### config.mk
export PLATFORM = sky130hd
export DESIGN_NAME = sdspi_cmd_issuer
export DESIGN_NICKNAME = d
export VERILOG_FILES = /design/src/rtl/sdspi_cmd_pkg.sv /design/src/rtl/sdspi_crc7.sv /design/src/rtl/sdspi_frame_mux.sv /design/src/rtl/sdspi_r1_judge.sv /design/src/rtl/sdspi_cmd_issuer.sv
export SDC_FILE = /design/constraint.sdc
export NUM_CORES = 1
export LEC_CHECK = 0
export ABC_AREA = 1
export BUFFER_PORTS_ARGS = -buffer_cell sky130_fd_sc_hd__buf_2
export CAP_MARGIN = 20
export CORE_MARGIN = 2
export CORE_UTILIZATION = 55
export CTS_CLUSTER_SIZE = 8
export DETAILED_ROUTE_END_ITERATION = 6
export GPL_ROUTABILITY_DRIVEN = 0
export PLACE_DENSITY = 0.82
export SYNTH_ARGS = -nofsm -noshare
export SYNTH_HDL_FRONTEND = slang
export SYNTH_HIERARCHICAL = 1
export SYNTH_SLANG_ARGS = --single-unit
export TNS_END_PERCENT = 50
### constraint.sdc
create_clock -name clk -period 4.85 [get_ports clk]
set_input_delay 0.2425 -clock clk [delete_from_list [all_inputs] [get_ports clk]]
set_output_delay 0.2425 -clock clk [all_outputs]
set_load 0.02 [all_outputs]
### src/rtl/sdspi_cmd_pkg.sv
package sdspi_cmd_pkg;

    typedef enum logic [2:0] {
        PH_IDLE,
        PH_WAKE,
        PH_FRAME,
        PH_POLL,
        PH_TAIL
    } phase_e;

    localparam logic [7:0] FILL_BYTE   = 8'hFF;
    localparam int         FRAME_BYTES = 7;
    localparam int         CRC_BYTES   = 5;
    localparam logic [6:0] CRC7_POLY   = 7'h09;

endpackage

### src/rtl/sdspi_crc7.sv
module sdspi_crc7 #(
    parameter int MSG_BYTES = 5
) (
    input  logic [MSG_BYTES*8-1:0] msg,
    output logic [6:0]             crc
);
    import sdspi_cmd_pkg::*;

    localparam int MSG_BITS = MSG_BYTES * 8;

    logic [6:0] acc;
    logic       fb;

    always_comb begin
        acc = '0;
        fb  = 1'b0;
        for (int i = MSG_BITS - 1; i >= 0; i--) begin
            fb  = msg[i] ^ acc[6];
            acc = {acc[5:0], 1'b0} ^ (fb ? CRC7_POLY : 7'h00);
        end
        crc = acc;
    end

endmodule

### src/rtl/sdspi_frame_mux.sv
module sdspi_frame_mux (
    input  logic [5:0]  idx,
    input  logic [31:0] arg,
    input  logic [6:0]  crc,
    input  logic [2:0]  sel,
    output logic [7:0]  frame_byte
);
    import sdspi_cmd_pkg::*;

    always_comb begin
        case (sel)
            3'd0:    frame_byte = FILL_BYTE;
            3'd1:    frame_byte = {2'b01, idx};
            3'd2:    frame_byte = arg[31:24];
            3'd3:    frame_byte = arg[23:16];
            3'd4:    frame_byte = arg[15:8];
            3'd5:    frame_byte = arg[7:0];
            3'd6:    frame_byte = {crc, 1'b1};
            default: frame_byte = FILL_BYTE;
        endcase
    end

endmodule

### src/rtl/sdspi_r1_judge.sv
module sdspi_r1_judge (
    input  logic [7:0] r1,
    output logic       no_resp,
    output logic       idle,
    output logic       crc_err,
    output logic       fault
);
    always_comb begin
        no_resp = (r1 == 8'hFF);
        idle    = r1[0];
        crc_err = r1[3];
        fault   = !no_resp && (|r1[7:1]);
    end

endmodule

### src/rtl/sdspi_cmd_issuer.sv
module sdspi_cmd_issuer #(
    parameter int POLL_LIMIT = 8,
    parameter int WAKE_BYTES = 18
) (
    input  logic        clk,
    input  logic        rst_n,
    input  logic        start,
    input  logic        init_start,
    input  logic [5:0]  cmd_idx,
    input  logic [31:0] cmd_arg,
    output logic        xfer_req,
    output logic [7:0]  tx_byte,
    input  logic        xfer_done,
    input  logic [7:0]  rx_byte,
    output logic        cs_n,
    output logic        busy,
    output logic        done,
    output logic [7:0]  r1,
    output logic        no_resp,
    output logic        rsp_idle,
    output logic        rsp_crc_err,
    output logic        rsp_fault
);
    import sdspi_cmd_pkg::*;

    localparam int CNT_TOP0 = (WAKE_BYTES > POLL_LIMIT) ? WAKE_BYTES : POLL_LIMIT;
    localparam int CNT_TOP  = (CNT_TOP0 > FRAME_BYTES) ? CNT_TOP0 : FRAME_BYTES;
    localparam int CNT_W    = $clog2(CNT_TOP + 1);

    localparam logic [CNT_W-1:0] WAKE_LAST  = CNT_W'(WAKE_BYTES - 1);
    localparam logic [CNT_W-1:0] FRAME_LAST = CNT_W'(FRAME_BYTES - 1);
    localparam logic [CNT_W-1:0] POLL_LAST  = CNT_W'(POLL_LIMIT - 1);

    typedef struct packed {
        phase_e           phase;
        logic [CNT_W-1:0] cnt;
        logic [5:0]       idx;
        logic [31:0]      arg;
        logic [7:0]       r1;
        logic             cs_n;
        logic             done;
    } issuer_state_t;

    issuer_state_t st_q, st_d;

    logic [6:0] crc_w;
    logic [7:0] frame_byte_w;

    sdspi_crc7 #(
        .MSG_BYTES(CRC_BYTES)
    ) u_crc (
        .msg ({2'b01, st_q.idx, st_q.arg}),
        .crc (crc_w)
    );

    sdspi_frame_mux u_mux (
        .idx        (st_q.idx),
        .arg        (st_q.arg),
        .crc        (crc_w),
        .sel        (st_q.cnt[2:0]),
        .frame_byte (frame_byte_w)
    );

    sdspi_r1_judge u_judge (
        .r1      (st_q.r1),
        .no_resp (no_resp),
        .idle    (rsp_idle),
        .crc_err (rsp_crc_err),
        .fault   (rsp_fault)
    );

    always_comb begin
        st_d      = st_q;
        st_d.done = 1'b0;
        case (st_q.phase)
            PH_IDLE: begin
                if (init_start) begin
                    st_d.phase = PH_WAKE;
                    st_d.cnt   = '0;
                end else if (start) begin
                    st_d.phase = PH_FRAME;
                    st_d.cnt   = '0;
                    st_d.idx   = cmd_idx;
                    st_d.arg   = cmd_arg;
                    st_d.cs_n  = 1'b0;
                end
            end
            PH_WAKE: begin
                if (xfer_done) begin
                    if (st_q.cnt == WAKE_LAST) begin
                        st_d.phase = PH_IDLE;
                        st_d.done  = 1'b1;
                    end else begin
                        st_d.cnt = st_q.cnt + 1'b1;
                    end
                end
            end
            PH_FRAME: begin
                if (xfer_done) begin
                    if (st_q.cnt == FRAME_LAST) begin
                        st_d.phase = PH_POLL;
                        st_d.cnt   = '0;
                    end else begin
                        st_d.cnt = st_q.cnt + 1'b1;
                    end
                end
            end
            PH_POLL: begin
                if (xfer_done) begin
                    st_d.r1 = rx_byte;
                    if ((st_q.cnt != '0 && !rx_byte[7]) || st_q.cnt == POLL_LAST) begin
                        st_d.phase = PH_TAIL;
                    end else begin
                        st_d.cnt = st_q.cnt + 1'b1;
                    end
                end
            end
            PH_TAIL: begin
                if (xfer_done) begin
                    st_d.phase = PH_IDLE;
                    st_d.cs_n  = 1'b1;
                    st_d.done  = 1'b1;
                end
            end
            default: begin
                st_d.phase = PH_IDLE;
                st_d.cs_n  = 1'b1;
            end
        endcase
    end

    always_ff @(posedge clk or negedge rst_n) begin
        if (!rst_n) begin
            st_q       <= '0;
            st_q.phase <= PH_IDLE;
            st_q.cs_n  <= 1'b1;
        end else begin
            st_q <= st_d;
        end
    end

    always_comb begin
        busy     = (st_q.phase != PH_IDLE);
        xfer_req = busy;
        tx_byte  = (st_q.phase == PH_FRAME) ? frame_byte_w : FILL_BYTE;
        cs_n     = st_q.cs_n;
        done     = st_q.done;
        r1       = st_q.r1;
    end

endmodule

# [After elaboration in Yosys (flattened, before gate mapping)]
# Cells that the tools add are included.
[op_classes] addsub=1 n_mul=0 div_mod_pow=0 magnitude_cmp=0 n_eq_ne=26 n_shift=0 mux=61 n_bitwise=77 n_reduce_logical=16
[op_table] op="bitwise XOR 7 bit" n=36
[op_table] op="two-way mux 4 bit" n=38
[op_table] op="case mux 8 bit (6 select lines)" n=1
[op_table] op="two-way mux 46 bit" n=1
[op_table] op="two-way mux 8 bit" n=5
[op_table] op="bitwise XOR 1 bit" n=36
[op_table] op="inequality test 2 bit, second input constant" n=11
[op_table] op="case mux 5 bit (4 select lines)" n=1
[op_table] op="two-way mux 5 bit" n=3
[op_table] op="case mux 3 bit (5 select lines)" n=1
[op_table] op="equality test 3 x 2 -> 1 bit, second input constant" n=4
[op_table] op="equality test 3 bit, second input constant" n=4
[op_table] op="two-way mux 3 bit" n=4
[op_table] op="equality test 5 x 3 -> 1 bit, second input constant" n=2
[op_table] op="equality test 8 bit, second input constant" n=1
[op_table] op="AND reduction 8 bit" n=1
[op_table] op="AND reduction 7 bit" n=1
[op_table] op="OR reduction 7 bit" n=1
[op_table] op="bitwise XOR 7 x 4 -> 7 bit" n=1
[op_table] op="equality test 3 x 1 -> 1 bit, second input constant" n=2
[op_table] op="adder 5 x 1 -> 5 bit, second input constant" n=1
[op_table] op="equality test 5 bit, second input constant" n=1
[op_table] op="nonzero test 5 bit" n=1
[op_table] op="two-way mux 1 bit" n=4
[op_table] op="17 further kinds" n=20
[totals] reg_bits=56 latch_bits=0 ramBits=0 rom_bits=0 in_bits=51 output_inout_bits=24 word_cells=188 n_memories=0

# [Depth between registers and ports, before layout]
# Gate-level depths: netlist of the first run.
[depth] word_depth=113 depth_mapped=33 ltp_nobuf=33

# [Cells and area by module]
# Netlist of the first run, hierarchy kept.
[modules_own_cells] mod="sdspi_cmd_issuer" n_inst=1 cells_per_inst=312 area_each_um2=2700.1 seq_area_each_um2=1402.6
[modules_own_cells] mod="sdspi_crc7" n_inst=1 cells_per_inst=312 area_each_um2=1443.9 seq_area_each_um2=0.0
[modules_own_cells] mod="sdspi_frame_mux" n_inst=1 cells_per_inst=125 area_each_um2=571.8 seq_area_each_um2=0.0
[modules_own_cells] mod="sdspi_r1_judge" n_inst=1 cells_per_inst=21 area_each_um2=88.8 seq_area_each_um2=0.0

# [Worst setup path after synthesis of the first run]
# No wires, ideal clock.
[synth_path] path_kind="flip-flop to output port" start="register st_q[46] in the netlist's numbering" end="output port tx_byte[1]" t_arrival_ps=2679 t_required_ps=4608 path_slack_ps=1928 stages_incl_launch_ff=29 n_path_buf=1 path_cell_list="dfrtp_1 xnor2_1 nand2_2 nand2_2 nand2_1 nand2_1 nand3_1 nand2_2 nand2_1 nand2_1 inv_1 nand2_2 nand2_2 nand2_1 nand2_1 nor2_1 inv_1 nand2_2 nor2_1 nor2_2 nand2_1 nand2_1 inv_1 buf_4 nand4_1 nand2_1 nor2_1 nand2_1 or2_1"
[synth_via] elab_chain_len=59 elab_cells_between_ends=77 cone_classes="21 x mux; 56 x bitwise"
[synth_rtl] element="from (decl)" line_no="sdspi_cmd_issuer.sv:44" text="issuer_state_t st_q, st_d;"
[synth_rtl] element="from (signal assigned)" line_no="sdspi_cmd_issuer.sv:138" text="st_q <= st_d;"
[synth_rtl] element="bitwise XOR 1 bit *" line_no="sdspi_crc7.sv:18" text="fb = msg[i] ^ acc[6];"
[synth_rtl] element="two-way mux 4 bit *" line_no="sdspi_crc7.sv:19" text="acc = {acc[5:0], 1'b0} ^ (fb ? CRC7_POLY : 7'h00);"
[synth_rtl] element="bitwise XOR 7 bit * (4 in a row)" line_no="sdspi_crc7.sv:19"
[synth_rtl] element="bitwise XOR 1 bit" line_no="sdspi_crc7.sv:18"
[synth_rtl] element="two-way mux 4 bit" line_no="sdspi_crc7.sv:19"
[synth_rtl] element="bitwise XOR 7 bit * (4 in a row)" line_no="sdspi_crc7.sv:19"
[synth_rtl] element="bitwise XOR 1 bit" line_no="sdspi_crc7.sv:18"
[synth_rtl] element="two-way mux 4 bit" line_no="sdspi_crc7.sv:19"
[synth_rtl] element="[40 not listed]"
[synth_rtl] element="bitwise XOR 1 bit *" line_no="sdspi_crc7.sv:18"
[synth_rtl] element="net u_crc.fb" line_no="sdspi_crc7.sv:12" text="logic fb;"
[synth_rtl] element="two-way mux 4 bit *" line_no="sdspi_crc7.sv:19"
[synth_rtl] element="bitwise XOR 7 x 4 -> 7 bit *" line_no="sdspi_crc7.sv:19"
[synth_rtl] element="net crc_w[0]" line_no="sdspi_cmd_issuer.sv:46" text="logic [6:0] crc_w;"
[synth_rtl] element="case mux 8 bit (6 select lines) *" line_no="sdspi_frame_mux.sv:11" text="case (sel)"
[synth_rtl] element="net frame_byte_w[1]" line_no="sdspi_cmd_issuer.sv:47" text="logic [7:0] frame_byte_w;"
[synth_rtl] element="two-way mux 8 bit *" line_no="sdspi_cmd_issuer.sv:145" text="tx_byte = (st_q.phase == PH_FRAME) ? frame_byte_w : FILL_BYTE;"
[synth_rtl] element="to (decl)" line_no="sdspi_cmd_issuer.sv:12" text="output logic [7:0] tx_byte,"
# The timed path passes the listed nets; every way through them passes the cells marked *.

# [Worst setup path in the final report of the first run]
[layout_path] start="register st_q[47] in the netlist's numbering" end="output port tx_byte[4]"
[layout_via] elab_chain_len=54 elab_cells_between_ends=84 cone_classes="25 x mux; 59 x bitwise"
[layout_rtl] element="two-way mux 4 bit *" line_no="sdspi_crc7.sv:19"
[layout_rtl] element="bitwise XOR 7 bit * (3 in a row)" line_no="sdspi_crc7.sv:19"
[layout_rtl] element="bitwise XOR 1 bit / bitwise XOR 7 bit (equally long branches)" line_no="sdspi_crc7.sv:18, sdspi_crc7.sv:19"
[layout_rtl] element="two-way mux 4 bit / bitwise XOR 7 bit (equally long branches)" line_no="sdspi_crc7.sv:19"
[layout_rtl] element="bitwise XOR 7 bit * (4 in a row)" line_no="sdspi_crc7.sv:19"
[layout_rtl] element="bitwise XOR 1 bit / bitwise XOR 7 bit (equally long branches)" line_no="sdspi_crc7.sv:18, sdspi_crc7.sv:19"
[layout_rtl] element="two-way mux 4 bit / bitwise XOR 7 bit (equally long branches)" line_no="sdspi_crc7.sv:19"
[layout_rtl] element="bitwise XOR 7 bit * (4 in a row)" line_no="sdspi_crc7.sv:19"
[layout_rtl] element="[30 not listed]"
[layout_rtl] element="bitwise XOR 1 bit / bitwise XOR 7 bit (equally long branches)" line_no="sdspi_crc7.sv:18, sdspi_crc7.sv:19"
[layout_rtl] element="two-way mux 4 bit / bitwise XOR 7 bit (equally long branches)" line_no="sdspi_crc7.sv:19"
[layout_rtl] element="bitwise XOR 7 bit * (3 in a row)" line_no="sdspi_crc7.sv:19"
[layout_rtl] element="bitwise XOR 7 x 4 -> 7 bit *" line_no="sdspi_crc7.sv:19"
[layout_rtl] element="net crc_w[3]" line_no="sdspi_cmd_issuer.sv:46"
[layout_rtl] element="case mux 8 bit (6 select lines) *" line_no="sdspi_frame_mux.sv:11"
[layout_rtl] element="net frame_byte_w[4]" line_no="sdspi_cmd_issuer.sv:47"
[layout_rtl] element="two-way mux 8 bit *" line_no="sdspi_cmd_issuer.sv:145"
# Marked as above.

==> impl_metrics.ini, run 1 <==
[sta]
max_freq_ghz = 0.256
hold_violations = 0
max-slew-margin-rel = 0.319
setup_violations = 0
rsz0062_at_grt = no
worst_pin_slew_ps = 1020
timing.final.crit_period_ps = 3900
finalSetupTns_ps = 0
fin_hold_ws_ps = 41.1
fin_skew_ps = 7.95
timing.final.crit_share = 0.805
timing.final.ws_setup_ps = 946
final-max-slew-violation-count = 0

[critical_path]
end_kind = primary output
start_kind = flop
slowest_stage = dfrtp_1
crit_path_frequent_cell = nand2_1
crit_start = st_q[47]
crit_fanout = 6
crit_family = simple AND/OR/NAND/NOR gates
r2r-start = st_q[49]
cp_slowest_stage_delay_ps = 480
criticalPathCategory = reg2out
critPathRequiredTime_ps = 4610
cp_num_buf_inv = 5
cp.arrival_ps = 3660

[route]
wl_per_cell_um = 13.1
avgViaCountPerCell = 5.28
drc = 0
drtIter0Drc = 379
totalWireLength_um = 12300
firstDrtPassIters = 5
antenna_left = 0
num_vias = 4961

[synthesis]
yosys_warnings = 6
syn_area_per_cell_um2 = 6.24
synth_seq_cells = 56
synth.area.top_cells = dfrtp_1 (29%), nand2_1 (27%), nand3_1 (6.3%), inv_1 (5.8%), nand2_2 (5.6%)
synth_edf_count = 0
yosysSeqAreaShare = 0.292
async_flop_share = 1.00
synthDistinctLibCells = 32
yosys_most_used_dff = dfrtp_1
yosys.area.top_type_share = 0.286
synth.largest_area_cell = dfrtp_1
synthCells = 770
mappedNetlistArea_um2 = 4800

[floorplan]
die_w_um = 97.5
fp.dieH_um = 97.5
initial_core_util = 0.559
io_pins = 75
num_rows = 34
core_um2 = 8590
die-area_um2 = 9500

[global_routing]
grt_max_degree = 57
antenna_found_initial = 0
grt_pass1_vias = 4668
grt_usage = 0.263
overflow = 0
grt_pass1_wl_um = 20900

[placed_design]
numPortBuffers = 74
hpwl_um = 9160
pre_cts_slack_ps = 1440
placed_area_um2 = 5140

[final_layout]
fin_area_um2 = 5240
fill_cells = 836
diodes = 0
final_common_cell = nand2_1
area_growth_pct = 9.01
drive_gt1_frac = 0.206
layout_common_cells = nand2_1 (347), inv_1 (74), buf_2 (74)
nNetsFinal = 885

[flow_run]
cap_violations = 0

[clock_tree]
hold_buffers = 0
clk_root_buffer_cell = clkbuf_8
clkTransAtPathRegs_ps = 110
clock_latency_ps = 320
numClockSinks = 56
htreeDepth = 2
cts-buffers-inserted = 5
cts_tree = done
ctsLongestPathBuffers = 2
post_cts_resized = 0
cts_setup_buffers = 0

[hold_path]
hold_class = in2async

[run_status]
status = complete, no violations
logic make-up after synthesis:
family / Yosys count / share of synthesized area
simple gates: 561 / 0.529
mux: 7 / 0.0219
flops: 56 / 0.292
fa+ha+maj: 4 / 0.0104
buf+inv: 118 / 0.112
xor+xnor: 9 / 0.0180
other cells: 2 / 0.00156
compound gates: 13 / 0.0146
worst reg2reg max path: cells and delay by family (launching register included):
family	cells	cell delay [ps]
flops	1	900
simple gates	8	700
buf+inv	2	220
fa+ha+maj	1	220
sequential cells by signal, indices dropped and copies added, names as in the netlist:
signal	flops
cs_n	1
done	1
r1	8
st_q	46
synthesized netlist by cell type, types with 5 or more instances:
library cell    n
nand2_1       347
inv_1          74
nand3_1        60
dfrtp_1        55
nand2_2        43
nor2_1         40
nand4_1        30
buf_4          18
inv_2          13
buf_2          11
nand3b_1       10
or2_1           8
a21oi_1         7
mux2_4          7
nand3_2         7
nor2_2          7
xor2_1          5
per-layer routing:
metal / up-vias / track usage / share of wire
met5: - / 0 / 0
met4: 0 / 0.0652 / 0.017
met3: 24 / 0.0309 / 0.063
met2: 202 / 0.459 / 0.48
met1: 2253 / 0.348 / 0.44
li1: 2482 / - / -
layout make-up:
class	count	area (µm²)	share of cell area
clock inverters	3	26.3	0.00502
flip-flops and latches	56	1400	0.268
repair buffers	76	385	0.0736
clock buffers	5	68.8	0.0131
inverters	87	327	0.0624
multi-input cells	604	2890	0.552
well taps	108	135	0.0258
metrics by stage:
| step | util | std cells |
|---|---|---|
| 3_3_place_gp | 0.598 | 931 |
| 3_5_place_dp | 0.598 | 931 |
| 5_1_grt | 0.609 | 939 |
| 6_report | 0.609 | 939 |
| 2_1_floorplan | - | 778 |
| 4_1_cts | 0.609 | 939 |
worst paths after layout:
| path | to | slack, ps | depth (start not counted) |
|---|---|---|---|
| max in group asynchronous | st_q[18] | 4300 | 2 |
| worst max register to register | st_q[50] | 2760 | 11 |
| worst min-delay path | st_q[26] | 40 | 2 |
| worst min register to register | cs_n | 550 | 2 |
| worst max-delay path | tx_byte[4] | 950 | 30 |
| min in group clk | st_q[33] | 100 | 3 |
Power of run 1 is not shown: default switching activity piles up to over one toggle a cycle in this logic, so the estimate is an artifact.
==> inputs of run 2 (changes only) <==
==> constraint.sdc (replaced) <==
create_clock -name clk -period 3.8 [get_ports clk]
set_input_delay 0.19 -clock clk [delete_from_list [all_inputs] [get_ports clk]]
set_output_delay 0.19 -clock clk [all_outputs]
set_load 0.02 [all_outputs]
==> run 2 against run 1 <==
  * The flow now finishes with violations (hold timing)
  * Die area stayed put
  * Critical path depth is 3 lower
  * First-iteration DRC count is 21% higher
  * Critical path type unchanged
==> impl_metrics.ini, run 2 (synthesis results as in run 1) <==
[floorplan]
io_pins = 75
die_w_um = 97.5
core_um2 = 8590
num_rows = 34
initial_core_util = 0.559
fp.dieH_um = 97.5
die-area_um2 = 9500

[route]
firstDrtPassIters = 5
drc = 0
antenna_left = 0
totalWireLength_um = 13500
drtIter0Drc = 458
avgViaCountPerCell = 5.43
wl_per_cell_um = 14.4
num_vias = 5111

[run_status]
failed_checks = hold timing
status = complete, but fails checks

[critical_path]
critPathRequiredTime_ps = 3610
r2r.worst_path.cells = 11
criticalPathCategory = reg2out
end_kind = primary output
crit_fanout = 5
start_kind = flop
r2r_end = st_q[50]
r2r-start = st_q[49]
cp_slowest_stage_delay_ps = 440
slowest_stage = dfrtp_1
rrSetupSlack_ps = 1680
cp.arrival_ps = 3580

[clock_tree]
cts_tree = done
clkTransAtPathRegs_ps = 120
hold_buffers = 0
cts-buffers-inserted = 5
ctsLongestPathBuffers = 2
numClockSinks = 56
htreeDepth = 2
clk_root_buffer_cell = clkbuf_8
clock_latency_ps = 340

[global_routing]
grt_usage = 0.265
grt_pass1_wl_um = 21100
overflow = 0
grt_pass1_vias = 4803
antenna_found_initial = 0
grt_max_degree = 57

[flow_run]
cap_violations = 0

[final_layout]
layout_common_cells = nand2_1 (290), nand2_2 (77), buf_2 (71)
final_common_cell = nand2_1
largest_reg_flops = 46
diodes = 0
fin_util = 0.659
area_growth_pct = 17.8
nNetsFinal = 888
top_register = st_q
drive_gt1_frac = 0.308

[sta]
max-slew-margin-rel = 0.294
max_freq_ghz = 0.265
fin_skew_ps = 10.9
timing.final.crit_period_ps = 3770
final-max-slew-violation-count = 0
worst_pin_slew_ps = 1060
timing.final.crit_share = 0.992
hold_violations = 38
rsz0062_at_grt = yes
setup_violations = 0
fin_hold_ws_ps = -26.1

[placed_design]
hpwl_um = 9080
numPortBuffers = 74

[hold_path]
hold_class = in2async
## run 2: metrics by stage
stage          std cells  TNS (ps)  area [µm²]  worst slack (ps)  hold WS [ps]
2_1_floorplan        778         0        4830               931          -106
3_3_place_gp         931         0        5140               534           365
3_5_place_dp         931         0        5140               449           375
4_1_cts              939         0        5240              49.3          7.90
5_1_grt              942     -1160        5660              -192          35.7
6_report             942         0        5660              30.5         -26.1
## run 2: routing by layer
metal	up-vias	global-route usage	wire, µm
met5	-	0	0
met4	0	0.0887	390
met3	40	0.0302	956
met2	244	0.456	6730
met1	2336	0.348	5450
li1	2491	-	-
## run 2: how the worst max path moves through the flow
stage / cells past startpoint / endpoint / from / slack [ps]
6_report: 27 / tx_byte[2] / st_q[45] / 30
4_1_cts: 28 / tx_byte[4] / st_q[46] / 50
3_5_place_dp: 28 / tx_byte[4] / st_q[46] / 450
3_3_place_gp: 28 / tx_byte[4] / st_q[46] / 530
5_1_grt: 29 / tx_byte[5] / st_q[45] / -190
2_1_floorplan: 28 / tx_byte[1] / st_q[46] / 930
## run 2: layout make-up
type / count / area [µm²]
Multi-Input combinational cell: 604 / 3280
Fill cell: 741 / 2930
Sequential cell: 56 / 1410
Timing Repair Buffer: 79 / 419
Inverter: 87 / 329
Tap cell: 108 / 135
Clock buffer: 5 / 68.8
Clock inverter: 3 / 26.3
## run 2: critical path: cells and delay by family, from the launching register on
family | cells | cell delay (ps)
simple gates | 23 | 2270
flops | 1 | 440
buf+inv | 3 | 320
xor+xnor | 1 | 210
## run 2: timing repair
action,in CTS,in global routing
gates resized for setup,0,118
endpoints found under the setup margin,0,7
setup buffers,0,3
Power of run 2 is left out for the same reason.
==> inputs of run 3 (changes only) <==
==> constraint.sdc (replaced) <==
create_clock -name clk -period 3.8 [get_ports clk]
set_input_delay 0.76 -clock clk [delete_from_list [all_inputs] [get_ports clk]]
set_output_delay 0.76 -clock clk [all_outputs]
set_load 0.02 [all_outputs]
==> run 3 against run 2 <==
  * Final cell count up 1.5%
  * The run ends with setup timing left
  * Wire length fell by 0.44%
  * Via count is 0.72% higher
  * Highest routed layer unchanged
  * First-iteration DRC count decreased by 17%
  * Utilization is 1.9 points higher
  * Global-route usage grew 0.079 points
  * Setup slack worse by 580 ps
  * Largest cell class unchanged
  * Sequential share of layout area is 0.66 points lower
  * Register-to-register slack improved by 180 ps
  * Critical endpoint is now tx_byte[6]
  * Design area up 2.9%
  * Critical path type unchanged
  * Sequential cell count unchanged
==> impl_metrics.ini, run 3 (synthesis results as in run 1) <==
[run_status]
status = complete, but fails checks
failed_checks = setup timing

[sta]
fin_skew_ps = 3.88
timing.final.crit_share = 1.15
setup_violations = 7
hold_violations = 0
worst_pin_slew_ps = 641
max_freq_ghz = 0.230
final-max-slew-violation-count = 0
max-slew-margin-rel = 0.572
rsz0062_at_grt = yes
timing.final.ws_setup_ps = -553
timing.final.crit_period_ps = 4350

[floorplan]
initial_core_util = 0.559
core_um2 = 8590
die_w_um = 97.5
die-area_um2 = 9500
fp.dieH_um = 97.5
io_pins = 75
num_rows = 34

[critical_path]
crit_chain = inv_1 > nand2_1 > nand2_2 > nand2_1 > nand2_1 > nand2_2 > nand2_2 > nand3_2 > nand3b_1 > nand2_1 > nand2_2 > nand2_2 > xnor2_2 > xor2_1 > nand2_1 > nand2_1 > nand3b_1 > nand2_1 > nand4_1 > nand2_1 > inv_1 > nand3_1 > or2_1 > buf_4
crit_fanout = 4
start_kind = flop
slowest_stage = dfrtp_2
crit_path_frequent_cell = nand2_1
criticalPathCategory = reg2out
cp.arrival_ps = 3590
cp_slowest_stage_delay_ps = 460
end_kind = primary output
critPathRequiredTime_ps = 3040

[clock_tree]
clock_latency_ps = 330
numClockSinks = 56
ctsLongestPathBuffers = 2
cts_tree = done
cts-buffers-inserted = 5
hold_buffers = 0
clk_root_buffer_cell = clkbuf_8
clkTransAtPathRegs_ps = 110
htreeDepth = 2

[placed_design]
pre_cts_slack_ps = -118
numPortBuffers = 74
hpwl_um = 9260

[route]
totalWireLength_um = 13500
firstDrtPassIters = 5
antenna_left = 0
avgViaCountPerCell = 5.38
num_vias = 5148
wl_per_cell_um = 14.1
drtIter0Drc = 378
drc = 0

[final_layout]
top_register = st_q
nNetsFinal = 902
drive_gt1_frac = 0.329
largest_reg_flops = 46
area_growth_pct = 21.2
fill_cells = 748
diodes = 0
final_common_cell = nand2_1
layout_common_cells = nand2_1 (291), nand2_2 (73), buf_2 (71)

[global_routing]
grt_usage = 0.266
grt_pass1_wl_um = 21000
grt_pass1_vias = 4775
grt_max_degree = 49
antenna_found_initial = 0
overflow = 0

[hold_path]
hold_class = in2async

[flow_run]
cap_violations = 0
[run 3: layout make-up]
class	count	area, µm²	area share
multi-input cells	604	3310	0.568
flip-flops and latches	56	1410	0.242
repair buffers	93	548	0.0941
inverters	87	332	0.0569
well taps	108	135	0.0232
clock buffers	5	68.8	0.0118
clock inverters	3	26.3	0.00451
[run 3: stage by stage]
stage / setup TNS [ps] / utilization / instance area [µm²] / instances / hold WS, ps
floorplan: 0 / - / 4830 / 778 / 464
global placement: -7.62 / 0.603 / 5180 / 936 / 513
detailed placement: -235 / 0.603 / 5180 / 936 / 523
CTS: -2120 / 0.634 / 5450 / 951 / 540
global route: -4880 / 0.678 / 5820 / 956 / 460
finish: -3380 / 0.678 / 5820 / 956 / 420
[run 3: metal layers]
| layer | vias to the layer above | GRT usage | part of all wire |
|---|---|---|---|
| met4 | 0 | 0.0994 | 0.029 |
| met3 | 44 | 0.0439 | 0.076 |
| met1 | 2349 | 0.324 | 0.40 |
| li1 | 2518 | - | - |
| met2 | 237 | 0.471 | 0.49 |
| met5 | - | 0 | 0 |
[run 3: path summary, 6_finish.rpt]
kind | slack (ps) | cells past startpoint | startpoint | end
worst max-delay path | -550 | 24 | st_q[44] | tx_byte[6]
worst min-delay path | 420 | 1 | rst_n | st_q[28]
worst max register to register | 1860 | 6 | st_q[54] | st_q[45]
worst min register to register | 540 | 2 | cs_n | cs_n
max in group asynchronous | 2730 | 2 | rst_n | cs_n
min in group clk | 540 | 2 | cs_n | cs_n
[run 3: repair_timing]
item / 4_1_cts / 5_1_grt
resized for setup: 40 / 90
setup endpoints to repair: 7 / 7
gates cloned: 0 / 0
setup buffers: 7 / 4
pin swaps: 20 / 50
[run 3: critical path: cells and delay by family, from the launching register on]
family / cells / cell delay [ps]
xor+xnor: 2 / 430
buf+inv: 3 / 300
flops: 1 / 460
simple gates: 19 / 2030
Power of run 3 is left out for the same reason.
